--- src/rtl/pard_pkg.sv ---
package pard_pkg;

  typedef enum logic [1:0] {
    OP_LOAD  = 2'd0,
    OP_STORE = 2'd1,
    OP_CAS   = 2'd2,
    OP_RSVD  = 2'd3
  } pard_op_e;

  typedef enum logic [1:0] {
    ST_IDLE  = 2'd0,
    ST_ISSUE = 2'd1,
    ST_WAIT  = 2'd2
  } pard_state_e;

  localparam logic [31:0] CAUSE_UNMAPPED  = 32'h0000_6000;
  localparam logic [31:0] CAUSE_NO_ATOMIC = 32'h0000_4000;
  localparam logic [31:0] CAUSE_NONE      = 32'hFFFF_FFFF;

endpackage

--- src/rtl/pard_region_table.sv ---
module pard_region_table #(
  parameter int AW   = 32,
  parameter int NREG = 4,
  parameter int IW   = 2,
  parameter int TIDW = 2
) (
  input  logic                       clk,
  input  logic                       rst_n,
  input  logic                       wr_en,
  input  logic [IW-1:0]              wr_idx,
  input  logic                       wr_valid,
  input  logic                       wr_remap,
  input  logic [AW-1:0]              wr_lo,
  input  logic [AW-1:0]              wr_hi,
  input  logic [TIDW-1:0]            wr_tgt,
  output logic [NREG-1:0]            ent_valid,
  output logic [NREG-1:0]            ent_remap,
  output logic [NREG-1:0][AW-1:0]    ent_lo,
  output logic [NREG-1:0][AW-1:0]    ent_hi,
  output logic [NREG-1:0][TIDW-1:0]  ent_tgt
);

  for (genvar g = 0; g < NREG; g++) begin : g_entry
    logic sel;
    assign sel = wr_en && (int'(wr_idx) == g);

    always_ff @(posedge clk) begin
      if (!rst_n) begin
        ent_valid[g] <= 1'b0;
        ent_remap[g] <= 1'b0;
        ent_lo[g]    <= '0;
        ent_hi[g]    <= '0;
        ent_tgt[g]   <= '0;
      end else if (sel) begin
        ent_valid[g] <= wr_valid;
        ent_remap[g] <= wr_remap;
        ent_lo[g]    <= wr_lo;
        ent_hi[g]    <= wr_hi;
        ent_tgt[g]   <= wr_tgt;
      end
    end
  end

endmodule

--- src/rtl/pard_region_match.sv ---
module pard_region_match #(
  parameter int AW   = 32,
  parameter int NREG = 4,
  parameter int TIDW = 2
) (
  input  logic [AW-1:0]              addr,
  input  logic [NREG-1:0]            ent_valid,
  input  logic [NREG-1:0]            ent_remap,
  input  logic [NREG-1:0][AW-1:0]    ent_lo,
  input  logic [NREG-1:0][AW-1:0]    ent_hi,
  input  logic [NREG-1:0][TIDW-1:0]  ent_tgt,
  output logic                       hit,
  output logic [TIDW-1:0]            hit_tgt,
  output logic [AW-1:0]              fwd_addr
);

  // Inclusive span test on both bounds.
  function automatic logic span_covers(input logic [AW-1:0] a,
                                       input logic [AW-1:0] lo,
                                       input logic [AW-1:0] hi);
    return (a >= lo) && (a <= hi);
  endfunction

  // Address presented to the target: offset from the low bound or raw.
  function automatic logic [AW-1:0] rebase(input logic [AW-1:0] a,
                                           input logic [AW-1:0] lo,
                                           input logic          en);
    return en ? (a - lo) : a;
  endfunction

  logic [NREG-1:0] cover_vec;

  for (genvar g = 0; g < NREG; g++) begin : g_cover
    assign cover_vec[g] = ent_valid[g] && span_covers(addr, ent_lo[g], ent_hi[g]);
  end

  // Lowest index wins: walk downward so the last assignment is the lowest hit.
  always_comb begin
    hit      = 1'b0;
    hit_tgt  = '0;
    fwd_addr = addr;
    for (int i = NREG - 1; i >= 0; i--) begin
      if (cover_vec[i]) begin
        hit      = 1'b1;
        hit_tgt  = ent_tgt[i];
        fwd_addr = rebase(addr, ent_lo[i], ent_remap[i]);
      end
    end
  end

endmodule

--- src/rtl/pa_region_router.sv ---
module pa_region_router #(
  parameter int AW   = 32,
  parameter int DW   = 32,
  parameter int NREG = 4,
  parameter int NT   = 3,
  parameter logic [NT-1:0] ATOMIC_MASK = 3'b001,
  localparam int IW   = (NREG > 1) ? $clog2(NREG) : 1,
  localparam int TIDW = (NT > 1) ? $clog2(NT) : 1
) (
  input  logic             clk,
  input  logic             rst_n,
  input  logic             cfg_we,
  input  logic [IW-1:0]    cfg_idx,
  input  logic             cfg_valid,
  input  logic             cfg_remap,
  input  logic [AW-1:0]    cfg_lo,
  input  logic [AW-1:0]    cfg_hi,
  input  logic [TIDW-1:0]  cfg_tgt,
  input  logic             req_valid,
  output logic             req_ready,
  input  logic [1:0]       req_op,
  input  logic [AW-1:0]    req_addr,
  input  logic [DW-1:0]    req_wdata,
  input  logic [DW-1:0]    req_cmp,
  output logic [NT-1:0]    tgt_valid,
  input  logic [NT-1:0]    tgt_ready,
  output logic [AW-1:0]    tgt_addr,
  output logic [1:0]       tgt_op,
  output logic [DW-1:0]    tgt_wdata,
  output logic [DW-1:0]    tgt_cmp,
  input  logic [NT-1:0]    tgt_rsp_valid,
  input  logic [NT*DW-1:0] tgt_rsp_data,
  input  logic [NT-1:0]    tgt_rsp_ok,
  output logic             rsp_valid,
  output logic [DW-1:0]    rsp_data,
  output logic             rsp_ok,
  output logic             rsp_fault,
  output logic [31:0]      rsp_cause,
  output logic [AW-1:0]    rsp_fault_addr
);
  import pard_pkg::*;

  function automatic logic can_atomic(input logic [TIDW-1:0] t);
    return (int'(t) < NT) ? ATOMIC_MASK[t] : 1'b0;
  endfunction

  pard_state_e state;

  // Region table
  logic                      tbl_we;
  logic [NREG-1:0]           ent_valid, ent_remap;
  logic [NREG-1:0][AW-1:0]   ent_lo, ent_hi;
  logic [NREG-1:0][TIDW-1:0] ent_tgt;

  assign tbl_we = cfg_we && (state == ST_IDLE);

  pard_region_table #(.AW(AW), .NREG(NREG), .IW(IW), .TIDW(TIDW)) u_table (
    .clk(clk), .rst_n(rst_n),
    .wr_en(tbl_we), .wr_idx(cfg_idx), .wr_valid(cfg_valid), .wr_remap(cfg_remap),
    .wr_lo(cfg_lo), .wr_hi(cfg_hi), .wr_tgt(cfg_tgt),
    .ent_valid(ent_valid), .ent_remap(ent_remap), .ent_lo(ent_lo),
    .ent_hi(ent_hi), .ent_tgt(ent_tgt)
  );

  // Lookup
  logic            m_hit;
  logic [TIDW-1:0] m_tgt;
  logic [AW-1:0]   m_fwd;

  pard_region_match #(.AW(AW), .NREG(NREG), .TIDW(TIDW)) u_match (
    .addr(req_addr), .ent_valid(ent_valid), .ent_remap(ent_remap),
    .ent_lo(ent_lo), .ent_hi(ent_hi), .ent_tgt(ent_tgt),
    .hit(m_hit), .hit_tgt(m_tgt), .fwd_addr(m_fwd)
  );

  // Named events
  logic accept_evt, miss_evt, cas_reject_evt, fwd_evt, cfg_blocked;
  logic sel_ready, sel_rsp;
  logic [TIDW-1:0] sel_q;

  assign req_ready      = (state == ST_IDLE);
  assign accept_evt     = req_valid && req_ready;
  assign miss_evt       = accept_evt && !m_hit;
  assign cas_reject_evt = accept_evt && m_hit && (req_op == OP_CAS) && !can_atomic(m_tgt);
  assign fwd_evt        = accept_evt && m_hit && !cas_reject_evt;
  assign cfg_blocked    = cfg_we && (state != ST_IDLE);
  assign sel_ready      = tgt_ready[sel_q];
  assign sel_rsp        = tgt_rsp_valid[sel_q];

  assign tgt_valid = (state == ST_ISSUE) ? (NT'(1) << sel_q) : '0;

  always_ff @(posedge clk) begin
    if (!rst_n) begin
      state          <= ST_IDLE;
      sel_q          <= '0;
      tgt_addr       <= '0;
      tgt_op         <= '0;
      tgt_wdata      <= '0;
      tgt_cmp        <= '0;
      rsp_valid      <= 1'b0;
      rsp_data       <= '0;
      rsp_ok         <= 1'b0;
      rsp_fault      <= 1'b0;
      rsp_cause      <= CAUSE_NONE;
      rsp_fault_addr <= '0;
    end else begin
      rsp_valid <= 1'b0;
      unique case (state)
        ST_IDLE: begin
          if (miss_evt || cas_reject_evt) begin
            rsp_valid      <= 1'b1;
            rsp_fault      <= 1'b1;
            rsp_cause      <= miss_evt ? CAUSE_UNMAPPED : CAUSE_NO_ATOMIC;
            rsp_fault_addr <= req_addr;
            rsp_data       <= '0;
            rsp_ok         <= 1'b0;
          end else if (fwd_evt) begin
            state     <= ST_ISSUE;
            sel_q     <= m_tgt;
            tgt_addr  <= m_fwd;
            tgt_op    <= req_op;
            tgt_wdata <= req_wdata;
            tgt_cmp   <= req_cmp;
          end
        end
        ST_ISSUE: if (sel_ready) state <= ST_WAIT;
        ST_WAIT: begin
          if (sel_rsp) begin
            state          <= ST_IDLE;
            rsp_valid      <= 1'b1;
            rsp_fault      <= 1'b0;
            rsp_cause      <= CAUSE_NONE;
            rsp_fault_addr <= '0;
            rsp_data       <= tgt_rsp_data[sel_q*DW +: DW];
            rsp_ok         <= tgt_rsp_ok[sel_q];
          end
        end
        default: state <= ST_IDLE;
      endcase
    end
  end


  tgt_onehot_chk: assert property (@(posedge clk) disable iff (!rst_n)
    $onehot0(tgt_valid));


  tgt_hold_chk: assert property (@(posedge clk) disable iff (!rst_n)
    ((|tgt_valid) && !sel_ready) |=> ((tgt_valid == $past(tgt_valid)) && $stable(tgt_addr)
                                      && $stable(tgt_op) && $stable(tgt_wdata)));


  busy_no_accept_chk: assert property (@(posedge clk) disable iff (!rst_n)
    (|tgt_valid) |-> !req_ready);


  fault_zero_chk: assert property (@(posedge clk) disable iff (!rst_n)
    (rsp_valid && rsp_fault) |-> (rsp_data == '0 && !rsp_ok));


  miss_rsp_chk: assert property (@(posedge clk) disable iff (!rst_n)
    miss_evt |=> (rsp_valid && rsp_fault && rsp_cause == CAUSE_UNMAPPED && tgt_valid == '0));


  cas_reject_chk: assert property (@(posedge clk) disable iff (!rst_n)
    cas_reject_evt |=> (rsp_valid && rsp_cause == CAUSE_NO_ATOMIC && tgt_valid == '0));


  cfg_busy_chk: assert property (@(posedge clk) disable iff (!rst_n)
    cfg_blocked |=> ($stable(ent_valid) && $stable(ent_lo) && $stable(ent_hi) && $stable(ent_tgt)));

endmodule

--- config.mk ---
export PLATFORM = sky130hd
export DESIGN_NAME = pa_region_router
export DESIGN_NICKNAME = d
export VERILOG_FILES = /design/src/rtl/pard_pkg.sv /design/src/rtl/pard_region_table.sv /design/src/rtl/pard_region_match.sv /design/src/rtl/pa_region_router.sv
export SDC_FILE = /design/constraint.sdc
export NUM_CORES = 2
export LEC_CHECK = 0
export ABC_AREA = 1
export BUFFER_PORTS_ARGS = -buffer_cell sky130_fd_sc_hd__buf_2
export CAP_MARGIN = 15
export CORE_ASPECT_RATIO = 0.75
export CORE_MARGIN = 4
export CORE_UTILIZATION = 38
export CTS_CLUSTER_DIAMETER = 80
export DETAILED_ROUTE_END_ITERATION = 8
export PLACE_DENSITY = 0.62
export REMOVE_ABC_BUFFERS = 1
export SYNTH_ARGS = -nofsm -noshare
export SYNTH_HDL_FRONTEND = slang
export SYNTH_SLANG_ARGS = --single-unit
export TNS_END_PERCENT = 10
--- constraint.sdc ---
create_clock -name clk -period 3.5 [get_ports clk]
set_clock_uncertainty 0.2 [all_clocks]
set_input_delay 0.525 -clock clk [delete_from_list [all_inputs] [get_ports clk]]
set_output_delay 0.525 -clock clk [all_outputs]
set_load 0.02 [all_outputs]
==> flow_metrics.env <==
export IMPL_status="finished clean"
export IMPL_synth_area_leaders="dfxtp_1 31%, ha_1 11%, a21oi_1 11%, nand2_1 10%, o21ai_0 9.6%"
export IMPL_sequential_cell_area_um2=8874
export IMPL_yosysTopAreaCellShare_pct=31.32
export IMPL_synth_yosys_seq_area_share_pct=31.32
export IMPL_finalCriticalPeriod_ns=3.368
export IMPL_ctsHtreeMaxLevel=2
export IMPL_num_rows=86
export IMPL_place_area_um2=35700
export IMPL_grt_max_degree=143
export IMPL_arrival_ns=3.66
export IMPL_use_met3_pct=5.792
export IMPL_path_max_fanout=15
export IMPL_syn_inst=4183
export IMPL_cp_start_kind="flip-flop"
export IMPL_netlist_top_cells_count="773 x nand2_1, 637 x a21oi_1, 545 x o21ai_0, 444 x inv_1, 443 x dfxtp_1"
export IMPL_p_int_w=0.01068
export IMPL_p_leak_nw=17.93
export IMPL_dieWidth_um=323.2
export IMPL_die_area_um2=79000
export IMPL_clock_sinks=443
export IMPL_rsz0062_at_grt="yes"
export IMPL_power_switching_w=0.005076
export IMPL_cap_viol_max_count=0
export IMPL_synth_area_um2=28320
export IMPL_grt_met2_usage_pct=43.64
export IMPL_io_buffers=476
export IMPL_relSlewSlack_pct=34.72
export IMPL_irDropWorstVdd_uv=277.1
export IMPL_required_ns=3.79
export IMPL_fmax_ghz=0.2969
export IMPL_hold_slack_ns=0.02909
export IMPL_clock_power_share_pct=36.5
export IMPL_cts_buffer_depth=3
export IMPL_insertion_delay_ns=0.61
export IMPL_post_route_period_util_pct=96.23
export IMPL_async_reset_ff_share_pct=0
export IMPL_drt_iter0_drc=2306
export IMPL_firstDrtPassIters=6
export IMPL_drive_gt1_share_pct=26.18
export IMPL_sw_frac_of_total_pct=32.22
export IMPL_yosys_warnings=0
export IMPL_die_h_um=244.4
export IMPL_grt_busiest_layer="met2"
export IMPL_syn2layout_area_growth_pct=38.58
export IMPL_nFillCells=7309
export IMPL_cts_root_buf="clkbuf_16"
export IMPL_tightest_slew_ns=0.9732
export IMPL_first_global_vias=29670
export IMPL_num_vias=31680
export IMPL_multiInputGateArea_um2=17400
export IMPL_yosysTopAreaCell="dfxtp_1"
export IMPL_p_per_area_nw_per_um2=401.5
export IMPL_yosys_cell_types_count=51
export IMPL_setup_viol=0
export IMPL_synthFlopType="dfxtp_1"
export IMPL_seqPwrFrac_pct=34.3
export IMPL_antenna_found_initial=15
export IMPL_yosys_register_bits=443
export IMPL_syn_area_per_cell_um2=6.770
export IMPL_drcViolationCount=0
export IMPL_dp_hpwl_mm=88.75
export IMPL_hold_viol=0
export IMPL_grt_pass1_wl_mm=171.7
export IMPL_power_frac_comb_pct=29.2
export IMPL_cts_tree="yes"
export IMPL_io_pins=478
export IMPL_final_area_um2=39240
export IMPL_cts_inserted_buffers=51
export IMPL_routed_wirelength_mm=117.1
export IMPL_overflow=0
export IMPL_routed_via_density=5.125
export IMPL_synth_edf_count=0
export IMPL_coreArea_um2=73600
export IMPL_worstHoldPathType="input pin to flip-flop"
export IMPL_gp_congestion=0.9714
export IMPL_drtAntennaViolNets=0
export IMPL_finalNetCount=5702
export IMPL_synth_most_common_cell="nand2_1"
export IMPL_grtUsageTotal_pct=27.86
export IMPL_critPathKind="flip-flop to flip-flop"
export IMPL_wl_per_cell_um=18.95
export IMPL_met1_usage_pct=39.21
export IMPL_crit_path_end_kind="flip-flop"
export IMPL_clkTransAtPathRegs_ns=0.06
export IMPL_start_util_pct=38.48
export IMPL_drv_slew=0
==> worst max-delay path, cell delays in order, from the launching register on <==
cell	delay (ns)
dfxtp_1	0.32
inv_1	0.06
ha_1	0.32
a21oi_1	0.19
o21ai_0	0.14
nand2_1	0.08
nand3_1	0.12
nor2_1	0.17
buf_4	0.14
nand3_4	0.10
nand3_4	0.15
nand4_1	0.11
buf_6	0.15
nand3_4	0.09
buf_4	0.11
inv_2	0.05
nand2_8	0.13
clkinv_8	0.10
buf_12	0.16
buf_8	0.15
nor2_2	0.10
nor2_1	0.06
==> stage by stage <==
| step | std cells | utilization (%) | total power (W) | TNS, ns | worst slack, ns |
|---|---|---|---|---|---|
| finish | 6181 | 53.32 | 0.01576 | 0 | 0.1321 |
| global placement | 5991 | 48.50 | 0.009748 | -79.89 | -0.5735 |
| global route | 6178 | 53.31 | 0.01652 | -0.4731 | -0.03877 |
| CTS | 6160 | 52.07 | 0.01564 | 0 | 0.008178 |
| floorplan | 3964 | - | 0.007670 | -271.84 | -1.371 |
| detailed placement | 5991 | 48.50 | 0.009784 | -83.43 | -0.6124 |
==> metal layers <==
layer / part of all wire [%] / up-vias
met2: 44 / 1064
met3: 8.2 / 158
li1: - / 15980
met1: 46 / 14470
met5: 0.053 / -
met4: 2.3 / 10
==> cell families after synthesis <==
family	count (synthesis)	synth area share (%)
fa+ha+maj	260	11.59
flops	443	31.32
compound gates	1349	25.25
other cells	1	0.01324
simple gates	1399	20.29
buf+inv	671	9.681
xor+xnor	60	1.856
==> registers in the layout, summed over array words and instances (netlist names), 8 cells and up <==
register and count:
rsp_data 32, rsp_fault_addr 32, tgt_addr 32, tgt_cmp 32, tgt_wdata 32, u_table.ent_hi 128, u_table.ent_lo 128, u_table.ent_tgt 8
==> cells in the final DEF (no fill, tap or decap), drive strengths merged, types with 2 or more instances in the layout <==
| cell type | netlist | routed |
|---|---|---|
| a211oi | 3 | 3 |
| a21boi | 13 | 13 |
| a21o | 19 | 19 |
| a21oi | 638 | 638 |
| a221oi | 2 | 2 |
| a22oi | 30 | 30 |
| a31oi | 12 | 12 |
| buf | 58 | 1071 |
| bufbuf | 0 | 2 |
| bufinv | 0 | 5 |
| clkbuf | 161 | 80 |
| clkinv | 3 | 19 |
| clkinvlp | 0 | 3 |
| dfxtp | 443 | 443 |
| diode | 0 | 7 |
| dlygate4sd3 | 0 | 66 |
| fa | 4 | 4 |
| ha | 256 | 256 |
| inv | 449 | 448 |
| nand2 | 781 | 781 |
| nand3 | 146 | 146 |
| nand3b | 7 | 7 |
| nand4 | 27 | 27 |
| nor2 | 372 | 372 |
| nor3 | 22 | 22 |
| nor4 | 10 | 10 |
| o211ai | 31 | 31 |
| o21a | 17 | 17 |
| o21ai | 557 | 557 |
| o21bai | 15 | 15 |
| o221ai | 6 | 6 |
| o22ai | 2 | 2 |
| or2 | 32 | 32 |
| xnor2 | 22 | 22 |
| xor2 | 38 | 38 |
==> power groups by stage <==
stage / sequential [W] / clock [W] / combinational (W)
floorplan: 0.00566 / 0 / 0.00201
global placement: 0.00551 / 0 / 0.00424
detailed placement: 0.00551 / 0 / 0.00427
CTS: 0.00540 / 0.00586 / 0.00437
global route: 0.00543 / 0.00604 / 0.00505
finish: 0.00541 / 0.00575 / 0.00459
==> timing repair <==
item | 4_1_cts | 5_1_grt
gates cloned | 2 | 9
gates resized for setup | 18 | 189
buffers inserted | 7 | 5
endpoints found under the hold margin | 67 | 0
endpoints found under the setup margin | 79 | 169
hold buffers | 66 | 0
pin swaps | 8 | 49
==> worst paths after layout <==
path                      startpoint            endpoint  slack (ns)  cells after the start
setup / recovery  u_table.ent_lo[27]       tgt_wdata[29]        0.13                     21
hold / removal            req_cmp[7]          tgt_cmp[7]        0.03                      3
setup reg to reg  u_table.ent_lo[27]       tgt_wdata[29]        0.13                     21
hold reg to reg   u_table.ent_tgt[7]  u_table.ent_tgt[7]        0.25                      2
==> area by class of cell <==
class	count	share of cell area, %
timing repair buffer	1148	20.98
multi-input combinational	3069	44.33
clock inverter	23	0.6950
antenna	7	0.04464
clock buffer	71	3.883
tap	968	3.086
sequential	443	22.61
inverter	452	4.371
No activity file was read; power rests on OpenSTA's default activity.
